**config.mk**
```make
export PLATFORM = sky130hd
export DESIGN_NAME = bus_unstick
export DESIGN_NICKNAME = d
export VERILOG_FILES = /design/src/rtl/bclr_pkg.sv /design/src/rtl/bclr_sync.sv /design/src/rtl/bclr_filter.sv /design/src/rtl/bclr_engine.sv /design/src/rtl/bus_unstick.sv
export SDC_FILE = /design/constraint.sdc
export NUM_CORES = 1
export LEC_CHECK = 0
export BUFFER_PORTS_ARGS = -buffer_cell sky130_fd_sc_hd__buf_4
export CORE_MARGIN = 5
export CORE_UTILIZATION = 32
export CTS_CLUSTER_DIAMETER = 200
export DETAILED_ROUTE_END_ITERATION = 8
export MAX_ROUTING_LAYER = met4
export RECOVER_POWER = 25
export SLEW_MARGIN = 20
export SYNTH_ARGS = -nofsm -noshare
export SYNTH_HDL_FRONTEND = slang
export SYNTH_SLANG_ARGS = --single-unit
```
**constraint.sdc**
```tcl
create_clock -name clk -period 1.95 [get_ports clk]
set_input_delay 0.195 -clock clk [delete_from_list [all_inputs] [get_ports clk]]
set_output_delay 0.195 -clock clk [all_outputs]
set_load 0.01 [all_outputs]
```
**src/rtl/bclr_pkg.sv**
```systemverilog
package bclr_pkg;
  localparam int unsigned BCLR_MAX_PULSES = 9;

  function automatic int unsigned bclr_clamp(input int unsigned req_n, input int unsigned limit);
    return (req_n > limit) ? limit : req_n;
  endfunction
endpackage

```
**src/rtl/bclr_sync.sv**
```systemverilog
module bclr_sync #(
  parameter int unsigned STAGES = 2,
  parameter int unsigned WIDTH  = 2
) (
  input  logic             clk,
  input  logic             rst,
  input  logic [WIDTH-1:0] d,
  output logic [WIDTH-1:0] q
);
  for (genvar b = 0; b < WIDTH; b++) begin : g_bit
    logic [STAGES-1:0] chain;
    always_ff @(posedge clk) begin
      if (rst) chain <= '1;
      else     chain <= {chain[STAGES-2:0], d[b]};
    end
    assign q[b] = chain[STAGES-1];
  end
endmodule

```
**src/rtl/bclr_filter.sv**
```systemverilog
module bclr_filter #(
  parameter int unsigned LEN = 3
) (
  input  logic clk,
  input  logic rst,
  input  logic din,
  output logic dout
);
  localparam int unsigned CW = (LEN > 1) ? $clog2(LEN) : 1;
  logic [CW-1:0] run;

  always_ff @(posedge clk) begin
    if (rst) begin
      dout <= 1'b1;
      run  <= '0;
    end else if (din == dout) begin
      run <= '0;
    end else if (run == CW'(LEN-1)) begin
      dout <= din;
      run  <= '0;
    end else begin
      run <= run + 1'b1;
    end
  end
endmodule

```
**src/rtl/bclr_engine.sv**
```systemverilog
module bclr_engine #(
  parameter int unsigned HALF_CYC   = 4,
  parameter int unsigned CNT_W      = 4,
  parameter int unsigned MAX_PULSES = 9
) (
  input  logic             clk,
  input  logic             rst,
  input  logic             hold,
  input  logic             start,
  input  logic [CNT_W-1:0] count,
  output logic             busy,
  output logic             scl_low
);
  import bclr_pkg::*;
  localparam int unsigned HW = (HALF_CYC > 1) ? $clog2(HALF_CYC) : 1;
  localparam int unsigned PW = $clog2(MAX_PULSES + 1);

  logic [HW-1:0] phase_t;
  logic [PW-1:0] left;
  logic [PW-1:0] n_eff;

  always_comb n_eff = PW'(bclr_clamp(int'(count), MAX_PULSES));

  always_ff @(posedge clk) begin
    if (rst || hold) begin
      busy    <= 1'b0;
      scl_low <= 1'b0;
      phase_t <= '0;
      left    <= '0;
    end else if (!busy) begin
      if (start && n_eff != '0) begin
        busy    <= 1'b1;
        scl_low <= 1'b1;
        phase_t <= '0;
        left    <= n_eff;
      end
    end else if (phase_t == HW'(HALF_CYC - 1)) begin
      phase_t <= '0;
      if (scl_low) begin
        scl_low <= 1'b0;
      end else if (left == PW'(1)) begin
        busy <= 1'b0;
      end else begin
        left    <= left - 1'b1;
        scl_low <= 1'b1;
      end
    end else begin
      phase_t <= phase_t + 1'b1;
    end
  end
endmodule

```
**src/rtl/bus_unstick.sv**
```systemverilog
module bus_unstick #(
  parameter int unsigned HALF_CYC    = 4,
  parameter int unsigned CNT_W       = 4,
  parameter int unsigned SYNC_STAGES = 2,
  parameter int unsigned FILT_LEN    = 3
) (
  input  logic             clk,
  input  logic             rst,
  input  logic             unit_rst,
  input  logic             clr_req,
  input  logic [CNT_W-1:0] pulse_cnt,
  input  logic             filt_bypass,
  input  logic             scl_in,
  input  logic             sda_in,
  output logic             scl_oe,
  output logic             sda_oe,
  output logic             busy,
  output logic [1:0]       line_mon,
  output logic             bus_free
);
  import bclr_pkg::*;

  logic [1:0] synced;
  logic       sda_filt;
  logic       sda_pick;

  bclr_sync #(.STAGES(SYNC_STAGES), .WIDTH(2)) u_sync (
    .clk(clk), .rst(rst), .d({scl_in, sda_in}), .q(synced)
  );

  bclr_filter #(.LEN(FILT_LEN)) u_filt (
    .clk(clk), .rst(rst), .din(synced[0]), .dout(sda_filt)
  );

  bclr_engine #(.HALF_CYC(HALF_CYC), .CNT_W(CNT_W), .MAX_PULSES(BCLR_MAX_PULSES)) u_eng (
    .clk(clk), .rst(rst), .hold(unit_rst), .start(clr_req), .count(pulse_cnt),
    .busy(busy), .scl_low(scl_oe)
  );

  assign sda_pick = filt_bypass ? synced[0] : sda_filt;
  assign sda_oe   = 1'b0;

  always_ff @(posedge clk) begin
    if (rst) begin
      line_mon <= 2'b11;
      bus_free <= 1'b1;
    end else begin
      line_mon <= {synced[1], sda_pick};
      bus_free <= synced[1] & sda_pick;
    end
  end
endmodule

```
Yosys cells after proc, flatten, opt, wreduce, memory -nomap -nowiden
Cells that the tools add are included.
{"block": "op_classes", "magnitude_cmp": 1, "muxes": 19, "add_sub_neg": 3, "reduce_logical": 8, "eq_ne": 7, "n_bitwise": 2}
{"cell": "two-way mux 4 bit", "n": 6}
{"cell": "two-way mux 1 bit", "n": 10}
{"cell": "two-way mux 2 bit", "n": 3}
{"cell": "!= test 2 bit, second input constant", "n": 3}
{"cell": "adder 2 x 1 -> 2 bit, second input constant", "n": 2}
{"cell": "equality test 2 bit, second input constant", "n": 2}
{"cell": "equality test 4 x 1 -> 1 bit, second input constant", "n": 1}
{"cell": "greater-than comparator 4 bit, second input constant", "n": 1}
{"cell": "AND reduction 2 bit", "n": 2}
{"cell": "AND reduction 4 bit", "n": 1}
{"cell": "nonzero test 4 bit", "n": 1}
{"cell": "subtractor 4 x 1 -> 4 bit, second input constant", "n": 1}
{"cell": "OR reduction 3 bit", "n": 1}
{"cell": "nonzero test 2 bit", "n": 1}
{"cell": "bitwise AND 1 bit", "n": 1}
{"cell": "equality test 1 bit", "n": 1}
{"cell": "logical AND 1 bit", "n": 1}
{"cell": "logical OR 1 bit", "n": 1}
{"cell": "inverter 1 bit", "n": 1}
{"block": "totals", "input_bits": 11, "output_inout_bits": 6, "wordCells": 50, "register_bits": 18}

Longest topological paths before layout
Gate-level depths: netlist of the first run.
{"block": "logic_depth", "ltp_word": 6, "ltp_mapped": 6, "depth_no_buf": 6}

Hierarchy
From an unflattened synthesis of the first run, not the netlist that was laid out.
{"block": "hier_totals", "cells_unflattened": 80, "area_unflattened_um2": 805.8}
{"mod": "bclr_engine", "seq_area_each_um2": 160.2, "cells_per_inst": 51, "n_inst": 1, "area_each_um2": 464.2}
{"mod": "bclr_sync", "seq_area_each_um2": 80.1, "cells_per_inst": 10, "n_inst": 1, "area_each_um2": 120.1}
{"mod": "bclr_filter", "seq_area_each_um2": 60.1, "cells_per_inst": 10, "n_inst": 1, "area_each_um2": 113.9}
{"mod": "bus_unstick", "seq_area_each_um2": 60.1, "cells_per_inst": 9, "n_inst": 1, "area_each_um2": 107.6}

Least setup slack after synthesis of the first run
No wires, ideal clock.
{"block": "synth_path", "path_kind": "register -> register", "startpoint": "register u_eng.left[1]", "endpoint": "register u_eng.left[0]", "slack_ps": 463, "t_arrival_ps": 1361, "setup_time_ps": 126, "path_stages_with_launch": 7, "synth_period_minus_slack_ps": 1487, "required_ps": 1824, "cell_sequence": "dfxtp_1 > inv_1 > ha_1 > nor3b_1 > o32ai_4 > mux2i_1 > nor2_1"}
{"block": "synth_between", "elab_chain_len": 3}
{"item": "start, declared", "line": "bclr_engine.sv:19", "rtl": "logic [PW-1:0] left;"}
{"item": "start signal, assigned", "line": "bclr_engine.sv:35", "rtl": "left <= n_eff;"}
{"item": "start signal, assigned", "line": "bclr_engine.sv:44", "rtl": "left <= left - 1'b1;"}
{"item": "equality test 4 x 1 -> 1 bit", "line": "bclr_engine.sv:41", "rtl": "end else if (left == PW'(1)) begin"}
{"item": "!= test 2 bit (no line)"}
{"item": "AND reduction 4 bit (no line)"}
No other way between the ends.
A chain may end at the register's enable or synchronous reset.

Worst setup path after layout of the first run
Same ends and word-level chain as after synthesis.

==> results.sh, run 1 <==
export IMPL_ys_flop_type="dfxtp_1"
export IMPL_highest_layer="met4"
export IMPL_n_antenna_cell=0
export IMPL_vias_per_cell=4.57
export IMPL_wirelength_met1_um=612
export IMPL_cts_htree_levels=1
export IMPL_post_drt_wl_per_cell_um=9.94
export IMPL_cts_tree="yes"
export IMPL_synth_cells=79
export IMPL_hold_viol=0
export IMPL_gr_total_overflow=0
export IMPL_synth_cell_area_um2=800
export IMPL_postCtsHoldBufs=0
export IMPL_cts_setup_buffers=0
export IMPL_drtIter0Drc=12
export IMPL_max_cap_violations=0
export IMPL_seq_area_um2=360
export IMPL_fin_crit_ns=1.59
export IMPL_root_buffer="clkbuf_4"
export IMPL_wl_met3_um=85
export IMPL_final_max_slew_viol_count=0
export IMPL_r2r_slack_ns=0.36
export IMPL_ios=17
export IMPL_clk_latency_ns=0.28
export IMPL_skew_ns=0.00468
export IMPL_cts_buffer_depth=2
export IMPL_fillers=257
export IMPL_layout_drive_gt1_share_pct=32.3
export IMPL_cp_arrival_ns=1.78
export IMPL_worstHoldPathType="in -> reg"
export IMPL_status="completed"
export IMPL_cp_required_ns=2.14
export IMPL_place_area_um2=942
export IMPL_syn_num_nets=94
export IMPL_powerDensity_mw_per_mm2=717
export IMPL_clk_pin_slew_ns=0.10
export IMPL_grt_usage_pct=8.35
export IMPL_avgSynthCellArea_um2=10.1
export IMPL_synth_distinct_cells=30
export IMPL_setup_violations_final=0
export IMPL_mostFrequentLayoutCells="18 x dfxtp_1, 15 x buf_4, 9 x nor2_1"
export IMPL_num_vias=576
export IMPL_start_util_pct=32.9
export IMPL_clkSinkCount=18
export IMPL_rsz0062_at_grt="no"
export IMPL_first_global_vias=517
export IMPL_fp_dieW_um=60.0
export IMPL_post_route_drc_count=0
export IMPL_drt_wl_total_um=1250
export IMPL_final_setup_tns_ns=0
export IMPL_synth_warnings=0
export IMPL_die_h_um=60.0
export IMPL_dieArea_mm2=0.00360
export IMPL_dp_hpwl_um=998
export IMPL_cp_start_kind="flop"
export IMPL_postRouteAntennaNets=0
export IMPL_synth_seq_cells=18
export IMPL_gp_congestion=0.658
export IMPL_grt_pass1_wl_um=2220
export IMPL_portBuffers=15
export IMPL_grt_start_max_net_pins=15
export IMPL_core_mm2=0.00243
export IMPL_ys_seq_area_share_pct=45.1
export IMPL_firstDrtPassIters=2
export IMPL_cts_resized=0
export IMPL_synth_edf_count=0
export IMPL_cp_max_fo=8
export IMPL_antenna_found_initial=0
export IMPL_nets=112
export IMPL_fmax_mhz=628
export IMPL_met2_length_um=546
export IMPL_syn2layout_area_growth_pct=21.9
export IMPL_num_rows=18
export IMPL_multi_input_area_um2=413
export IMPL_cts_buffers=3
export IMPL_fin_crit_sh_pct=81.6
export IMPL_worst_setup_path_end_kind="flop"
export IMPL_ir_drop_uv=381
export IMPL_p_leak_nw=0.385
export IMPL_crit_type="reg -> reg"
export IMPL_layout_commonest_cell="dfxtp_1"
export IMPL_stdcell_area_um2=975
export IMPL_postSynth_asyncResetShare_pct=0
final cells by class:
type                       count  area share [%]
multi-input combinational     55            42.4
sequential                    18            37.0
timing repair buffer          16            11.9
tap                           30            3.85
clock buffer                   4            3.72
inverter                       3            1.16
registers in the layout, summed over array words and instances, names as in the netlist:
| register | count |
|---|---|
| u_eng.phase_t | 2 |
| u_sync.g_bit.chain | 4 |
| u_filt.run | 2 |
| bus_free | 1 |
| u_filt.dout | 1 |
| u_eng.left | 4 |
| u_eng.scl_low | 1 |
| u_eng.busy | 1 |
| line_mon | 2 |
final timing paths:
kind,from,to,cells past startpoint
worst max register to register,u_eng.left[1]$_SDFFE_PP0P_,u_eng.left[0]$_SDFFE_PP0P_,6
worst min-delay path,scl_in,u_sync.g_bit[1].chain[0]$_SDFF_PP1_,2
worst max-delay path,u_eng.left[1]$_SDFFE_PP0P_,u_eng.left[0]$_SDFFE_PP0P_,6
worst min register to register,u_filt.run[0]$_SDFF_PP0_,u_filt.run[0]$_SDFF_PP0_,1
stage by stage:
stage / setup WS, ns / hold WS [ns] / utilization, % / std cells / power, mW
2_1_floorplan: 0.463 / 0.294 / - / 79 / 0.451
3_3_place_gp: 0.391 / 0.379 / 38.7 / 122 / 0.488
3_5_place_dp: 0.352 / 0.382 / 38.7 / 122 / 0.490
4_1_cts: 0.339 / 0.0725 / 40.2 / 126 / 0.716
5_1_grt: 0.177 / 0.0678 / 40.1 / 126 / 0.746
6_report: 0.359 / 0.0854 / 40.1 / 126 / 0.699
synth_stat cells, drive strengths merged, types with 2 or more instances:
cell | n | area (um2)
a22oi | 2 | 15.0
or2 | 6 | 37.5
dfxtp | 18 | 360
a211oi | 3 | 22.5
o21ai | 3 | 15.0
a211o | 2 | 17.5
a21oi | 3 | 22.5
nor2b | 5 | 31.3
nand2 | 3 | 13.8
ha | 4 | 50.1
nor2 | 9 | 33.8
mux2i | 2 | 20.0
clkbuf | 2 | 7.51
inv | 3 | 11.3
worst max-delay path, stage by stage, from the launching register on:
cell	delay, ns
dfxtp_1	0.38
inv_1	0.07
ha_1	0.17
nor3b_1	0.17
o32ai_4	0.43
mux2i_1	0.23
nor2_1	0.05
metal layers:
metal	global-route usage, %	up-vias
met5	-	-
met4	1.90	0
met3	3.89	2
met2	12.2	12
met1	10.5	255
li1	-	307
cells by family after synthesis:
family,after synthesis,share of synthesized area (%)
muxes,3,3.91
adders and majority gates,4,6.26
and+or+nand+nor,29,19.3
AOI/OAI and AO/OA,17,20.7
buffers and inverters,6,3.29
xor gates and xnor gates,1,1.10
DFF,18,45.1
other,1,0.469
report_power, final:
group,switching [mW],internal (mW)
clock,0.107,0.114
sequential,0.00944,0.381
combinational,0.0415,0.0465
Power figures use the tool's default switching activity.
==> inputs of run 2 (changes only) <==
- clock period: 1.95 -> 1.5 ns (I/O delays scaled with it)
==> run 2 against run 1 <==
Net effect: wire length rose by 16%; count of clock-buffer cells in the layout stayed put; sequential power rose by 30%; critical path depth grew 1; core utilization is 3.9 points higher; clock skew up 0.00069 ns; setup slack lost 0.31 ns; design area increased by 9.8%; global-route usage rose by 1.3 points; sequential share of layout area fell by 3.2 points; via count increased by 6.4%; highest routed layer is now met3; largest cell class unchanged; first-iteration DRC count rose by 33%.
==> results.sh, run 2 (same netlist as run 1, synthesis figures left out) <==
export IMPL_portBuffers=15
export IMPL_dp_hpwl_um=1120
export IMPL_fillers=244
export IMPL_die_h_um=60.0
export IMPL_worst_setup_path_end_kind="flop"
export IMPL_post_route_drc_count=0
export IMPL_core_mm2=0.00243
export IMPL_mostFrequentLayoutCells="21 x buf_4, 17 x dfxtp_1, 9 x nor2_1"
export IMPL_instances_no_fill=133
export IMPL_p_leak_nw=0.429
export IMPL_fin_crit_ns=1.45
export IMPL_cp_max_fo=8
export IMPL_clkSinkCount=18
export IMPL_root_buffer="clkbuf_4"
export IMPL_vias_per_cell=4.61
export IMPL_max_cap_violations=0
export IMPL_reg_top3="u_eng.left (4), u_sync.g_bit.chain (4)"
export IMPL_multi_input_area_um2=442
export IMPL_cp_required_ns=1.70
export IMPL_final_setup_tns_ns=0
export IMPL_cts_buffer_depth=2
export IMPL_ir_drop_uv=653
export IMPL_dieArea_mm2=0.00360
export IMPL_layout_commonest_cell="buf_4"
export IMPL_drtIter0Drc=16
export IMPL_firstDrtPassIters=3
export IMPL_cp_arrival_ns=1.65
export IMPL_cts_htree_levels=1
export IMPL_ios=17
export IMPL_num_vias=613
export IMPL_postRouteAntennaNets=0
export IMPL_start_util_pct=32.9
export IMPL_cts_tree="yes"
export IMPL_num_rows=18
export IMPL_place_area_um2=972
export IMPL_fin_util_pct=44.0
export IMPL_cp_start_kind="flop"
export IMPL_clk_latency_ns=0.29
export IMPL_first_global_vias=591
export IMPL_clk_pin_slew_ns=0.11
export IMPL_final_max_slew_viol_count=0
export IMPL_grt_start_max_net_pins=15
export IMPL_nets=119
export IMPL_worstHoldPathType="in -> reg"
export IMPL_status="completed"
export IMPL_stdcell_area_mm2=0.00107
export IMPL_syn2layout_area_growth_pct=33.8
export IMPL_dp_cells=126
export IMPL_grt_usage_pct=9.68
export IMPL_gp_congestion=0.667
export IMPL_crit_type="reg -> reg"
export IMPL_fin_crit_sh_pct=96.7
export IMPL_hold_viol=0
export IMPL_n_antenna_cell=0
export IMPL_seq_area_um2=362
export IMPL_grt_pass1_wl_um=2590
export IMPL_post_drt_wl_per_cell_um=10.9
export IMPL_layout_drive_gt1_share_pct=41.7
export IMPL_drt_wl_total_um=1460
export IMPL_fmax_mhz=689
export IMPL_cts_buffers=3
export IMPL_antenna_found_initial=0
export IMPL_skew_ns=0.00537
export IMPL_powerDensity_mw_per_mm2=890
export IMPL_gr_total_overflow=0
export IMPL_setup_violations_final=0
export IMPL_fp_dieW_um=60.0
## run 2: changes by cell type in the layout (fill, tap and decap cells not counted), sizes merged
| cell | delta |
|---|---|
| buf | +7 |
## run 2: cell type report
cell class | instances | area share (%)
multi-input cells | 55 | 41.3
repair buffers | 23 | 17.0
clock buffers | 4 | 3.39
well taps | 30 | 3.51
inverters | 3 | 1.05
flip-flops and latches | 18 | 33.8
## run 2: critical path, cell delays in order, from the launching register on
cell and delay (ns):
dfxtp_2 0.35, inv_2 0.05, ha_4 0.14, nor3b_4 0.15
o32ai_4 0.28, buf_12 0.16, mux2i_1 0.17, nor2_1 0.06
## run 2: routing by layer
| layer | track usage, % | up-vias | share of wire, % |
|---|---|---|---|
| li1 | - | 317 | - |
| met5 | - | - | 0 |
| met3 | 3.89 | 0 | 7.4 |
| met2 | 16.0 | 15 | 48 |
| met4 | 0.949 | 0 | 0 |
| met1 | 11.4 | 281 | 45 |
## run 2: repair_timing
| item | in CTS | in global routing |
|---|---|---|
| setup endpoints to repair | 4 | 4 |
| gates resized for setup | 3 | 4 |
| pin swaps | 1 | 3 |
| hold endpoints to repair | 0 | 0 |
| hold buffers | 0 | 0 |
| buffers inserted | 1 | 2 |
## run 2: power breakdown
group	total, mW	internal [mW]	switching (mW)	leakage, nW
Sequential	0.507	0.496	0.0114	0.148
Clock	0.299	0.148	0.151	0.0210
Combinational	0.145	0.0799	0.0653	0.260
Total	0.952	0.724	0.228	0.429
## run 2: final timing paths
check	from	end	slack, ns	cells after the start
setup / recovery	u_eng.left[1]$_SDFFE_PP0P_	u_eng.left[0]$_SDFFE_PP0P_	0.05	7
hold / removal	scl_in	u_sync.g_bit[1].chain[0]$_SDFF_PP1_	0.04	2
setup reg to reg	u_eng.left[1]$_SDFFE_PP0P_	u_eng.left[0]$_SDFFE_PP0P_	0.05	7
hold reg to reg	u_filt.run[0]$_SDFF_PP0_	u_filt.run[0]$_SDFF_PP0_	0.42	1
## run 2: per-stage QoR
step	hold WS [ns]	power (mW)	setup WS (ns)
finish	0.0366	0.952	0.0489
global placement	0.335	0.641	0.0342
floorplan	0.249	0.587	0.0128
CTS	0.0260	0.950	0.00945
detailed placement	0.338	0.645	-0.0531
global route	0.0274	0.996	-0.00108
